### src/rtl/sertx_pkg.sv
package sertx_pkg;

    // low byte width of a character
    localparam int unsigned DW      = 8;
    // widest character (ninth bit on top)
    localparam int unsigned CW      = DW + 1;
    // shortest character length
    localparam int unsigned MIN_LEN = 5;
    // start + widest character + parity + two stops
    localparam int unsigned FW      = CW + 4;
    localparam int unsigned CNT_W   = $clog2(FW + 1);
    // status flags with interrupt lines
    localparam int unsigned N_IRQ   = 2;
    localparam int unsigned IRQ_EMPTY = 0;
    localparam int unsigned IRQ_DONE  = 1;

    typedef struct packed {
        logic       ie_done;    // [9]
        logic       ie_empty;   // [8]
        logic       bit9;       // [7]
        logic       two_stop;   // [6]
        logic       par_odd;    // [5]
        logic       par_en;     // [4]
        logic [2:0] size;       // [3:1]
        logic       tx_en;      // [0]
    } tx_cfg_t;

    localparam int unsigned CFG_W = $bits(tx_cfg_t);

    typedef struct packed {
        logic [FW-1:0]    bits;   // LSB goes out first
        logic [CNT_W-1:0] len;    // bit times in frame
    } frame_t;

    function automatic logic [CNT_W-1:0] char_len(input logic [2:0] code);
        if (code[2]) begin
            return CNT_W'(CW);
        end
        return CNT_W'(MIN_LEN) + CNT_W'(code[1:0]);
    endfunction

    function automatic frame_t build_frame(input logic [CW-1:0] word,
                                           input tx_cfg_t       cfg);
        frame_t           f;
        logic [CNT_W-1:0] n;
        logic             par;
        int               pidx;
        n      = char_len(cfg.size);
        f.bits = '1;
        f.bits[0] = 1'b0;
        par    = cfg.par_odd;
        for (int i = 0; i < CW; i++) begin
            if (i < int'(n)) begin
                f.bits[1 + i] = word[i];
                par           = par ^ word[i];
            end
        end
        pidx = 1 + int'(n);
        if (cfg.par_en) begin
            f.bits[pidx] = par;
        end
        f.len = n + CNT_W'(2) + CNT_W'(cfg.par_en) + CNT_W'(cfg.two_stop);
        return f;
    endfunction

endpackage

### src/rtl/sertx_cfg_reg.sv
module sertx_cfg_reg
    import sertx_pkg::*;
(
    input  logic             clk,
    input  logic             rst,
    input  logic             we,
    input  logic [CFG_W-1:0] wdata,
    output tx_cfg_t          cfg_o
);

    tx_cfg_t cfg_q;

    always_ff @(posedge clk) begin
        if (rst) begin
            cfg_q <= '0;
        end else if (we) begin
            cfg_q <= tx_cfg_t'(wdata);
        end
    end

    assign cfg_o = cfg_q;

endmodule

### src/rtl/sertx_hold.sv
module sertx_hold
    import sertx_pkg::*;
(
    input  logic          clk,
    input  logic          rst,
    input  logic          dat_we,
    input  logic [DW-1:0] dat_wdata,
    input  logic          bit9_i,
    input  logic          load_i,
    input  logic          sw_clr_i,
    output logic          full_o,
    output logic [CW-1:0] word_o,
    output logic          empty_o
);

    logic          full_q;
    logic          empty_q;
    logic [CW-1:0] word_q;

    always_ff @(posedge clk) begin
        if (rst) begin
            full_q  <= 1'b0;
            empty_q <= 1'b1;
            word_q  <= '0;
        end else if (dat_we) begin
            word_q  <= {bit9_i, dat_wdata};
            full_q  <= 1'b1;
            empty_q <= 1'b0;
        end else if (load_i) begin
            full_q  <= 1'b0;
            empty_q <= 1'b1;
        end else if (sw_clr_i) begin
            empty_q <= 1'b0;
        end
    end

    assign full_o  = full_q;
    assign word_o  = word_q;
    assign empty_o = empty_q;

    // a data write leaves a pending character and a low flag
    a_r8_write_pends: assert property (@(posedge clk) disable iff (rst)
        dat_we |=> (full_q && !empty_q));

    // a handoff without a new write drains the holding register
    a_r6_handoff_drains: assert property (@(posedge clk) disable iff (rst)
        (load_i && !dat_we) |=> (empty_q && !full_q));

    // software can never raise the empty flag
    a_r9_no_sw_set: assert property (@(posedge clk) disable iff (rst)
        (!empty_q && !load_i && !dat_we) |=> !empty_q);

endmodule

### src/rtl/sertx_shift.sv
module sertx_shift
    import sertx_pkg::*;
(
    input  logic          clk,
    input  logic          rst,
    input  logic          bit_tick,
    input  tx_cfg_t       cfg_i,
    input  logic          full_i,
    input  logic [CW-1:0] word_i,
    output logic          load_o,
    output logic          frame_end_o,
    output logic          txd_o
);

    logic [FW-1:0]    sr_q;
    logic [CNT_W-1:0] left_q;
    logic             busy_q;
    logic             last_bit;
    frame_t           next_frame;

    assign next_frame  = build_frame(word_i, cfg_i);
    assign last_bit    = busy_q && (left_q == CNT_W'(1));
    assign load_o      = bit_tick && (!busy_q || last_bit) && full_i && cfg_i.tx_en;
    assign frame_end_o = bit_tick && last_bit;

    always_ff @(posedge clk) begin
        if (rst) begin
            sr_q   <= '1;
            left_q <= '0;
            busy_q <= 1'b0;
        end else if (load_o) begin
            sr_q   <= next_frame.bits;
            left_q <= next_frame.len;
            busy_q <= 1'b1;
        end else if (bit_tick && busy_q) begin
            sr_q   <= {1'b1, sr_q[FW-1:1]};
            left_q <= left_q - CNT_W'(1);
            if (last_bit) begin
                busy_q <= 1'b0;
            end
        end
    end

    assign txd_o = busy_q ? sr_q[0] : 1'b1;

    // the line only moves after a tick
    a_r2_hold_between_ticks: assert property (@(posedge clk) disable iff (rst)
        !bit_tick |=> $stable(txd_o));

    // every loaded frame opens with a low start bit
    a_r2_start_low: assert property (@(posedge clk) disable iff (rst)
        load_o |=> !txd_o);

    // an idle shifter stays idle while disabled
    a_r13_stay_idle: assert property (@(posedge clk) disable iff (rst)
        (!busy_q && !cfg_i.tx_en) |=> !busy_q);

endmodule

### src/rtl/sertx_status.sv
module sertx_status
    import sertx_pkg::*;
(
    input  logic             clk,
    input  logic             rst,
    input  logic             frame_end_i,
    input  logic             full_i,
    input  logic             ack_i,
    input  logic             sw_clr_i,
    input  logic             empty_i,
    input  logic [N_IRQ-1:0] ie_i,
    input  logic             gie_i,
    output logic             done_o,
    output logic [N_IRQ-1:0] irq_o
);

    logic             done_q;
    logic             done_set;
    logic [N_IRQ-1:0] src;

    assign done_set = frame_end_i && !full_i;

    always_ff @(posedge clk) begin
        if (rst) begin
            done_q <= 1'b0;
        end else if (done_set) begin
            done_q <= 1'b1;
        end else if (ack_i || sw_clr_i) begin
            done_q <= 1'b0;
        end
    end

    assign done_o = done_q;

    always_comb begin
        src            = '0;
        src[IRQ_EMPTY] = empty_i;
        src[IRQ_DONE]  = done_q;
    end

    for (genvar g = 0; g < N_IRQ; g++) begin : g_irq
        assign irq_o[g] = src[g] && ie_i[g] && gie_i;
    end

    // the flag only rises after a frame ends with nothing pending
    a_r10_set_at_end: assert property (@(posedge clk) disable iff (rst)
        $rose(done_q) |-> $past(frame_end_i && !full_i));

    // acknowledge clears unless a set coincides
    a_r11_ack_clears: assert property (@(posedge clk) disable iff (rst)
        (ack_i && !(frame_end_i && !full_i)) |=> !done_q);

endmodule

### src/rtl/sertx_top.sv
module sertx_top
    import sertx_pkg::*;
(
    input  logic             clk,
    input  logic             rst,
    input  logic             bit_tick,
    input  logic             cfg_we,
    input  logic [CFG_W-1:0] cfg_wdata,
    input  logic             dat_we,
    input  logic [DW-1:0]    dat_wdata,
    input  logic             sts_we,
    input  logic [1:0]       sts_wdata,
    input  logic             tc_ack,
    input  logic             gie,
    output logic             txd,
    output logic             empty_flag,
    output logic             done_flag,
    output logic             empty_irq,
    output logic             done_irq
);

    tx_cfg_t          cfg;
    logic             full;
    logic [CW-1:0]    word;
    logic             load;
    logic             frame_end;
    logic             empty_clr;
    logic             done_clr;
    logic [N_IRQ-1:0] ie;
    logic [N_IRQ-1:0] irq;

    assign empty_clr = sts_we && !sts_wdata[0];
    assign done_clr  = sts_we && !sts_wdata[1];

    always_comb begin
        ie            = '0;
        ie[IRQ_EMPTY] = cfg.ie_empty;
        ie[IRQ_DONE]  = cfg.ie_done;
    end

    sertx_cfg_reg u_cfg (
        .clk   (clk),
        .rst   (rst),
        .we    (cfg_we),
        .wdata (cfg_wdata),
        .cfg_o (cfg)
    );

    sertx_hold u_hold (
        .clk       (clk),
        .rst       (rst),
        .dat_we    (dat_we),
        .dat_wdata (dat_wdata),
        .bit9_i    (cfg.bit9),
        .load_i    (load),
        .sw_clr_i  (empty_clr),
        .full_o    (full),
        .word_o    (word),
        .empty_o   (empty_flag)
    );

    sertx_shift u_shift (
        .clk         (clk),
        .rst         (rst),
        .bit_tick    (bit_tick),
        .cfg_i       (cfg),
        .full_i      (full),
        .word_i      (word),
        .load_o      (load),
        .frame_end_o (frame_end),
        .txd_o       (txd)
    );

    sertx_status u_status (
        .clk         (clk),
        .rst         (rst),
        .frame_end_i (frame_end),
        .full_i      (full),
        .ack_i       (tc_ack),
        .sw_clr_i    (done_clr),
        .empty_i     (empty_flag),
        .ie_i        (ie),
        .gie_i       (gie),
        .done_o      (done_flag),
        .irq_o       (irq)
    );

    assign empty_irq = irq[IRQ_EMPTY];
    assign done_irq  = irq[IRQ_DONE];

endmodule

### config.mk
export PLATFORM = sky130hd
export DESIGN_NAME = sertx_top
export DESIGN_NICKNAME = d
export VERILOG_FILES = /design/src/rtl/sertx_pkg.sv /design/src/rtl/sertx_cfg_reg.sv /design/src/rtl/sertx_hold.sv /design/src/rtl/sertx_shift.sv /design/src/rtl/sertx_status.sv /design/src/rtl/sertx_top.sv
export SDC_FILE = /design/constraint.sdc
export NUM_CORES = 1
export LEC_CHECK = 0
export ABC_AREA = 1
export ABC_CLOCK_PERIOD_IN_PS = 3150
export BUFFER_PORTS_ARGS = -buffer_cell sky130_fd_sc_hd__buf_2
export CORE_AREA = 2 2 72 74
export DETAILED_ROUTE_END_ITERATION = 12
export DIE_AREA = 0 0 74 76
export GPL_TIMING_DRIVEN = 0
export PLACE_DENSITY = 0.63
export SLEW_MARGIN = 10
export SYNTH_ARGS = -nofsm -noshare
export SYNTH_HDL_FRONTEND = slang
export SYNTH_SLANG_ARGS = --single-unit
### constraint.sdc
create_clock -name clk -period 3.15 [get_ports clk]
set_input_delay 0.63 -clock clk [delete_from_list [all_inputs] [get_ports clk]]
set_output_delay 0.63 -clock clk [all_outputs]
set_load 0.01 [all_outputs]
## Yosys cells after proc, flatten, opt, wreduce, memory -nomap -nowiden

Cells that the tools add are included.

- Flip-flop bits (word level): 40
- Output and inout bits: 5

- Add/sub/neg operators: 6
- $lt $le $gt $ge: 11
- Equal/unequal tests: 1
- Muxes and demuxes: 40
- Bitwise operators: 9
- Reductions and logical operators: 26

Operator list:

| cell | count |
|---|---|
| 2-to-1 mux 13 bit | 3 |
| greater-or-equal comparator 32 x 1 -> 1 bit (second input constant) | 1 |
| less-than comparator 32 x 6 -> 1 bit (second input constant) | 1 |
| 2-to-1 mux 1 bit | 31 |
| less-than comparator 3 x 4 -> 1 bit (first input constant) | 4 |
| 2-to-1 mux 4 bit | 4 |
| logical AND 1 bit | 14 |
| bitwise mux 13 bit | 1 |
| XOR 1 bit | 9 |
| adder 4 x 1 -> 4 bit | 2 |
| less-than comparator 1 x 4 -> 1 bit (first input constant) | 2 |
| less-than comparator 2 x 4 -> 1 bit (first input constant) | 2 |
| nonzero test 2 bit | 4 |
| adder 1 x 4 -> 5 bit (first input constant) | 1 |
| adder 3 x 2 -> 4 bit (first input constant) | 1 |
| adder 4 x 2 -> 4 bit (second input constant) | 1 |
| demux 1 bit (select 4 bit) | 1 |
| equality test 4 x 1 -> 1 bit (second input constant) | 1 |
| zero test 1 bit | 4 |
| less-than comparator 4 bit (first input constant) | 1 |
| subtractor 4 x 1 -> 4 bit (second input constant) | 1 |
| nonzero test 3 bit | 1 |
| logical OR 1 bit | 2 |
| AND reduction 2 bit | 1 |

## Depth between registers and ports, before layout

Gate-level depths: netlist of the first run.

- Depth in word-level cells: 23
- Depth in mapped cells: 14

## By module

From an unflattened synthesis of the first run, not the netlist that was laid out.

- Cell total of the unflattened synthesis: 371
- Area, all modules: 2403.6 sq um

By module, submodules not included:

| module | times used | cells an instance | area an instance (sq um) |
|---|---|---|---|
| sertx_shift | 1 | 243 | 1488.9 |
| sertx_cfg_reg | 1 | 63 | 419.2 |
| sertx_hold | 1 | 50 | 416.6 |
| sertx_status | 1 | 12 | 67.6 |
| sertx_top | 1 | 3 | 11.3 |

## Worst setup path before layout of the first run

No wires, ideal clock.

- Kind: register -> register
- From: register u_cfg.cfg_q, in the netlist u_cfg.cfg_o[1]
- To: register u_shift.sr_q[11]
- Setup time: 130 ps
- Data arrival time: 1484 ps
- Data required time: 3020 ps
- Slack: 1536 ps
- Stages on the path, launching flop included: 14
- Period minus slack after synthesis: 1614 ps
- Cell sequence: dfxtp_1 ha_1 inv_1 nand2_4 nand3_2 nand2_2 nor2_2 nor2_1 nor2_1 nand2_2 nand2_4 nand2_1 nand2_1 nand3_1

- Word-level cells in the longest chain between the ends: 23
- Elaborated cells between the ends (all ways): 37

RTL lines:

| element | RTL line | RTL |
|---|---|---|
| start, declared | sertx_cfg_reg.sv:11 | `tx_cfg_t cfg_q;` |
| start signal, assigned | sertx_cfg_reg.sv:17 | `cfg_q <= tx_cfg_t'(wdata);` |
| adder 3 x 2 -> 4 bit * | sertx_pkg.sv:39 | `return CNT_W'(MIN_LEN) + CNT_W'(code[1:0]);` |
| 2-to-1 mux 4 bit * | sertx_pkg.sv:39 |  |
| less-than comparator 1 x 4 -> 1 bit | sertx_pkg.sv:53 | `if (i < int'(n)) begin` |
| 2-to-1 mux 1 bit | sertx_pkg.sv:53 |  |
| XOR 1 bit | sertx_pkg.sv:55 | `par = par ^ word[i];` |
| 2-to-1 mux 1 bit | sertx_pkg.sv:53 |  |
| XOR 1 bit | sertx_pkg.sv:55 |  |
| 2-to-1 mux 1 bit | sertx_pkg.sv:53 |  |
| (+7 left out) | -- |  |
| 2-to-1 mux 1 bit | sertx_pkg.sv:53 |  |
| XOR 1 bit | sertx_pkg.sv:55 |  |
| 2-to-1 mux 1 bit | sertx_pkg.sv:53 |  |
| XOR 1 bit | sertx_pkg.sv:55 |  |
| 2-to-1 mux 1 bit | sertx_pkg.sv:53 |  |
| bitwise mux 13 bit * | sertx_pkg.sv:60 | `f.bits[pidx] = par;` |
| 2-to-1 mux 13 bit * | sertx_pkg.sv:59 | `if (cfg.par_en) begin` |
| 2-to-1 mux 13 bit * | sertx_shift.sv:31 | `end else if (load_o) begin` |
| end signal, assigned | sertx_shift.sv:32 | `sr_q <= next_frame.bits;` |
| end signal, assigned | sertx_shift.sv:36 | `sr_q <= {1'b1, sr_q[FW-1:1]};` |
| end, declared | sertx_shift.sv:15 | `logic [FW-1:0] sr_q;` |

Every way passes the cells marked *; elsewhere a longest branch is shown, timed or not.
A chain may end at the register's enable or synchronous reset.

## Worst setup path in the final report of the first run

- From: register u_cfg.cfg_q, in the netlist u_cfg.cfg_o[1]
- To: register u_shift.sr_q[7]

- Word-level cells in the longest chain between the ends: 23
- Elaborated cells between the ends (all ways): 38

RTL lines:

| element | RTL line |
|---|---|
| adder 3 x 2 -> 4 bit * | sertx_pkg.sv:39 |
| 2-to-1 mux 4 bit * | sertx_pkg.sv:39 |
| less-than comparator 1 x 4 -> 1 bit | sertx_pkg.sv:53 |
| 2-to-1 mux 1 bit | sertx_pkg.sv:53 |
| XOR 1 bit | sertx_pkg.sv:55 |
| 2-to-1 mux 1 bit | sertx_pkg.sv:53 |
| XOR 1 bit | sertx_pkg.sv:55 |
| 2-to-1 mux 1 bit | sertx_pkg.sv:53 |
| (+7 left out) | -- |
| 2-to-1 mux 1 bit | sertx_pkg.sv:53 |
| XOR 1 bit | sertx_pkg.sv:55 |
| 2-to-1 mux 1 bit | sertx_pkg.sv:53 |
| XOR 1 bit | sertx_pkg.sv:55 |
| 2-to-1 mux 1 bit | sertx_pkg.sv:53 |
| bitwise mux 13 bit | sertx_pkg.sv:60 |
| 2-to-1 mux 13 bit * | sertx_pkg.sv:59 |
| 2-to-1 mux 13 bit * | sertx_shift.sv:31 |

Marks and branches as above.

==> run metrics, run 1 <==
area post-placement=2366 sq um; yosys warns=0; r2r setup slk=1.27 ns; Core Rows=26; HP Class=flop to flop; most numerous cell in the Yosys netlist=nand2_1; Crit. End Element=flop; clock sink total=40; routed len/inst=11.47 um; R2R depth=13; DP HPWL=3636 um; hold_ws=0.4343 ns; Post-Synth XOR/XNOR Area=0.01650; slew at the pin closest to its max-slew limit=0.5260 ns; area leader, netlist=dfxtp_1; post-synthesis mux area share=0; Port Buffer Count=31; Simple-Gate Fraction of Synth Area=0.2793; Worst R2R Start=u_cfg.cfg_o[1]$_SDFFE_PP0P_; complex-gate fraction of the synthesized area=0.2004; Resized cells post-CTS=0; post-CTS setup buffers=0; Die Ht=76 um; # diodes=0; first-pass GRT wire length=8459 um; Max Freq=530.9 MHz; CP dominant cell by count=nand2_1; vias in the first global route=1863; largest family of logic cells by synthesized area=simple AND/OR/NAND/NOR gates; H-tree Lvls=2; max-slew violations=0; Synth area leaders=dfxtp_1 38%, nand2_1 10%, nor2_1 7.8%, o21ai_0 7.8%, inv_1 6.5%; arrival time worst endpoint=2.07 ns; Post-Syn Area=2123 sq um; post-synthesis sequential area ratio=0.3771; WS Path Type=flop to flop; Reg clk slew, reported paths=0.08 ns; total negative setup slack=0 ns; Async SR Flop Fraction=0; Die Area=5624 sq um; fill count=504; Max stage delay cell, worst path=dfxtp_1; gr usage total=0.1929; Post-synth EDFFs=0; final worst setup slack=1.266 ns; status=finished clean; Syn Nets=339; startpoint types=flop; Worst Clk Skew=0.01352 ns; Die X=74 um; Fin. Hold Viols=0; Layout Nets=377; fin crit share=0.5980; Routed Antenna Nets=0; Worst-Skew Late Latency=0.30 ns; final WL=4750 um; average cell area after synthesis=6.939 sq um; commonest cells in the netlist=57 x nand2_1, 44 x nor2_1, 40 x dfxtp_1; Clock Root Buffer=clkbuf_8; RSZ-0062 raised after global routing=false; FF+latch count, synth=40; top cell type's share of synthesized area=0.3771; initial antenna violation count=0; worst hold start=u_shift.sr_q[12]$_SDFFE_PP1P_; synth-to-layout area growth=15.09%; CP max stage delay=0.34 ns; vias=1965; Initial Utilization=0.4322; final instance area=2444 sq um; WHS Endpoint=u_shift.sr_q[12]$_SDFFE_PP1P_; adder-cell share of the synthesized area=0.03300; drt drc=0; pre-CTS WS=1.232 ns; VDD IR-drop max=0.2356 mV; prevailing post-synth register cell=dfxtp_1; Bufs on Longest Clock Path=2; Crit Reg-Reg Endpoint=u_shift.sr_q[7]$_SDFFE_PP1P_; Period minus WS final=1.884 ns; crit-path max FO=8; clock buffer count from CTS=5; Lkg Pwr=1.109 nW; layout cell share with drive strength beyond 1=0.1919; DR vias/cell=4.746; Core Util, Final=0.4975; io pins=33; worst hold path depth=2; max-cap violation count=0; Iter 0 DRT Violations=123; largest net degree at the start of global routing=12; Congestion Overflow GR=0; CTS Hold Bufs=0; RD Place Congestion=0.8663; final setup fails=0; 1st-pass router iterations=4; Slew HR=0.6493; Critical Path RT=3.33 ns; Core Area=4912 sq um; pwr dens=439.8 nW/um^2; Post-Synthesis Cells=306; CTS tree=built; Yosys cell types=29; crit-path cells=ha_1 > inv_1 > nand2_2 > nand2_1 > nand2_1 > nand2_1 > nand2_1 > nand2_1 > nand2_1 > nand2_4 > nand2_1 > nand2_1 > a21oi_2
registers in the layout, summed over array words and instances (netlist names):
name	cells
u_cfg.cfg_o	10
u_hold.word_o	9
u_hold.full_o	1
u_hold.empty_o	1
u_shift.left_q	4
u_shift.sr_q	13
u_status.done_o	1
u_shift.busy_q	1
kinds of logic after synthesis:
family,count (synthesis)
simple gates,130
xor+xnor,4
flops,40
fa+ha+maj,5
compound gates,77
buf+inv,50
cells in the final DEF (no fill, tap or decap), drive strengths merged, types with 3 or more instances in the layout:
| master | instances |
|---|---|
| clkbuf | 11 |
| o211ai | 3 |
| inv | 40 |
| buf | 35 |
| nand3 | 12 |
| nand2 | 64 |
| nor2 | 49 |
| ha | 4 |
| o21ai | 36 |
| dfxtp | 40 |
| nor3 | 4 |
| a21oi | 34 |
power by group:
part,total [mW],internal (mW),switching (mW)
clock,0.325,0.151,0.174
combinational,0.203,0.0742,0.129
sequential,0.547,0.531,0.0158
total,1.07,0.756,0.319
worst max path at each step:
stage / startpoint / end / depth (start not counted) / slack (ns)
finish: u_cfg.cfg_o[1]$_SDFFE_PP0P_ / u_shift.sr_q[7]$_SDFFE_PP1P_ / 13 / 1.27
detailed placement: bit_tick / u_shift.sr_q[2]$_SDFFE_PP1P_ / 9 / 1.23
floorplan: u_cfg.cfg_o[1]$_SDFFE_PP0P_ / u_shift.sr_q[11]$_SDFFE_PP1P_ / 13 / 1.54
global route: u_cfg.cfg_o[1]$_SDFFE_PP0P_ / u_shift.sr_q[7]$_SDFFE_PP1P_ / 13 / 1.07
global placement: bit_tick / u_shift.sr_q[2]$_SDFFE_PP1P_ / 9 / 1.25
CTS: u_cfg.cfg_o[1]$_SDFFE_PP0P_ / u_shift.sr_q[11]$_SDFFE_PP1P_ / 13 / 1.27
final cells by class:
class | instances | area, sq um | area share
Multi-Input combinational cell | 216 | 1124 | 0.4598
Sequential cell | 40 | 800.8 | 0.3277
Timing Repair Buffer | 31 | 155.1 | 0.06349
Inverter | 41 | 153.9 | 0.06298
Tap cell | 70 | 87.58 | 0.03584
Clock buffer | 6 | 72.57 | 0.02970
Buffer | 9 | 45.04 | 0.01843
Clock inverter | 1 | 5.005 | 0.002048
worst max-delay path: cells and delay by family, from the launching register on:
kind            cells  cell delay, ns
simple gates       10            0.85
flops               1            0.34
fa+ha+maj           1            0.33
compound gates      1            0.05
buf+inv             1            0.19
metrics by stage:
step / cells / total power, mW
6_report: 414 / 1.075
5_1_grt: 414 / 1.138
4_1_cts: 414 / 1.084
3_5_place_dp: 407 / 0.7613
3_3_place_gp: 407 / 0.7574
2_1_floorplan: 306 / 0.7049
routing by layer:
layer / part of all wire / global-route usage / vias up
met3: 0.034 / 0.04497 / 7
met5: 0 / 0 / -
met2: 0.46 / 0.3000 / 34
li1: - / - / 1052
met1: 0.48 / 0.2594 / 872
met4: 0.017 / 0.06727 / 0
No activity file was read; power rests on OpenSTA's default activity.
==> run 2: changes to the inputs <==
- ABC_CLOCK_PERIOD_IN_PS: 3150 -> 1700
- PLACE_DENSITY: 0.63 -> 0.66
- clock period: 3.15 -> 1.7 ns (I/O delays scaled with it)
==> run metrics, run 2 (same netlist as run 1, synthesis figures left out) <==
largest net degree at the start of global routing=12 (unchanged); Core Util, Final=0.5423 (+0.04483); final instance area=2664 sq um (+9.0%); Critical Path RT=1.89 ns (-1.44 ns); Placed Cells=407 (unchanged); Layout Nets=389 (+3.2%); clock buffer count from CTS=5 (unchanged); Fin. Hold Viols=0 (unchanged); Clock Root Buffer=clkbuf_8; total negative setup slack=0 ns (unchanged); RD Place Congestion=0.8895 (+2.7%); max-slew violations=0 (unchanged); Die X=74 um (unchanged); HP Class=input pin to flop; Largest register FFs=13 (unchanged); Port Buffer Count=31 (unchanged); final setup fails=0 (unchanged); WS Path Type=flop to flop; initial antenna violation count=0 (unchanged); synth-to-layout area growth=25.46%; arrival time worst endpoint=1.86 ns (-0.21 ns); Bufs on Longest Clock Path=2 (unchanged); gr usage total=0.1812 (-0.01166); vias in the first global route=1767 (-5.2%); drt drc=0 (unchanged); Most flops, register=u_shift.sr_q; 1st-pass router iterations=4 (unchanged); Die Ht=76 um (unchanged); H-tree Lvls=2 (unchanged); most common cell after layout, fill and taps aside=nand2_1; CP max stage delay=0.36 ns (+0.02 ns); vias=2012 (+2.4%); DP HPWL=3541 um (-2.6%); fin cells=426 (+2.9%); CP dominant cell by count=nand2_1; final WL=4861 um (+2.3%); hold_ws=0.2641 ns (-0.1702 ns); Worst Clk Skew=0.004468 ns (-0.009053 ns); Die Area=5624 sq um (unchanged); Initial Utilization=0.4322 (unchanged); CTS tree=built; crit-path cells=ha_4 > inv_4 > nand2_2 > nand2_1 > nand2_1 > nand2_1 > nand2_1 > nand2_1 > inv_2 > nand2_2 > nand2_4 > nand2_1 > nand2_2 > a21oi_2; area post-placement=2366 sq um (unchanged); clock sink total=40 (unchanged); max-cap violation count=0 (unchanged); startpoint types=flop; Max Freq=596.1 MHz (+12%); Iter 0 DRT Violations=99 (-20%); io pins=33 (unchanged); status=finished clean; Lkg Pwr=1.179 nW (+6.4%); routed len/inst=11.41 um (-0.55%); first-pass GRT wire length=8135 um (-3.8%); final worst setup slack=0.02249 ns (-1.244 ns); # diodes=0 (unchanged); fin crit share=0.9868 (+0.3888); Reg area=807.0 sq um (+0.78%); slew at the pin closest to its max-slew limit=0.5455 ns (+0.01944 ns); pre-CTS WS=-0.1395 ns (-1.371 ns); RSZ-0062 raised after global routing=true; layout cell share with drive strength beyond 1=0.2809 (+0.08904); Core Area=4912 sq um (unchanged); Core Rows=26 (unchanged); Worst-Skew Late Latency=0.29 ns (about the same); Reg clk slew, reported paths=0.07 ns (about the same); Crit. End Element=flop; leading cell types in the layout, fill and taps excluded=53 x nand2_1, 42 x nor2_1, 37 x dfxtp_1; Period minus WS final=1.678 ns (-0.2061 ns); Final Power=2.045 mW (+90%); area of the multi-input gates=1227 sq um (+9.2%); Max stage delay cell, worst path=dfxtp_4; crit-path max FO=8 (unchanged); Slew HR=0.6364 (-0.01296); Routed Antenna Nets=0 (unchanged); Congestion Overflow GR=0 (unchanged); fill count=489 (-3.0%); VDD IR-drop max=0.5199 mV (+120%); DR vias/cell=4.723 (-0.49%); pwr dens=767.7 nW/um^2 (+75%)
==> run 2: cell count changes in the layout (fill, tap and decap cells not counted), moves of 3 or more <==
cell	before	now
buf_4	0	13
inv_1	37	32
nand2_1	57	53
buf_2	34	31
dfxtp_1	40	37
inv_2	3	6
==> run 2: metal layers <==
| metal | up-vias | GRT usage | share of wire |
|---|---|---|---|
| met1 | 891 | 0.2642 | 0.48 |
| met5 | - | 0 | 0 |
| met4 | 0 | 0.04364 | 0.0056 |
| met2 | 35 | 0.2741 | 0.49 |
| li1 | 1084 | - | - |
| met3 | 2 | 0.03571 | 0.028 |
==> run 2: power breakdown <==
part	internal, mW	switching [mW]	total [mW]
registers	0.984	0.0319	1.02
clock network	0.279	0.320	0.599
logic	0.171	0.259	0.430
==> run 2: critical path: cells and delay by family (launching register included) <==
| family | cells | cell delay, ns |
|---|---|---|
| AOI/OAI and AO/OA | 1 | 0.05 |
| adders and majority gates | 1 | 0.29 |
| buffers and inverters | 2 | 0.12 |
| DFF | 1 | 0.36 |
| and+or+nand+nor | 10 | 0.75 |
==> run 2: final cells by class <==
cell class / count / share of cell area
plain buffers: 9 / 0.02255
clock buffers: 6 / 0.02724
clock inverters: 1 / 0.001879
inverters: 41 / 0.05965
multi-input cells: 216 / 0.4608
flip-flops and latches: 40 / 0.3030
well taps: 70 / 0.03288
repair buffers: 43 / 0.09206
==> run 2: worst paths after layout <==
check | from | end | slack, ns | cells past startpoint
setup reg to reg | u_cfg.cfg_o[2]$_SDFFE_PP0P_ | u_shift.sr_q[7]$_SDFFE_PP1P_ | 0.02 | 14
hold / removal | cfg_wdata[7] | u_cfg.cfg_o[7]$_SDFFE_PP0P_ | 0.26 | 3
setup / recovery | u_cfg.cfg_o[2]$_SDFFE_PP0P_ | u_shift.sr_q[7]$_SDFFE_PP1P_ | 0.02 | 14
hold reg to reg | u_shift.sr_q[12]$_SDFFE_PP1P_ | u_shift.sr_q[12]$_SDFFE_PP1P_ | 0.43 | 2
==> run 2: what timing repair did <==
item	in CTS	in global routing
hold buffers	0	0
pin swaps	1	9
buffers inserted	1	11
setup endpoints to repair	15	15
resized for setup	15	23
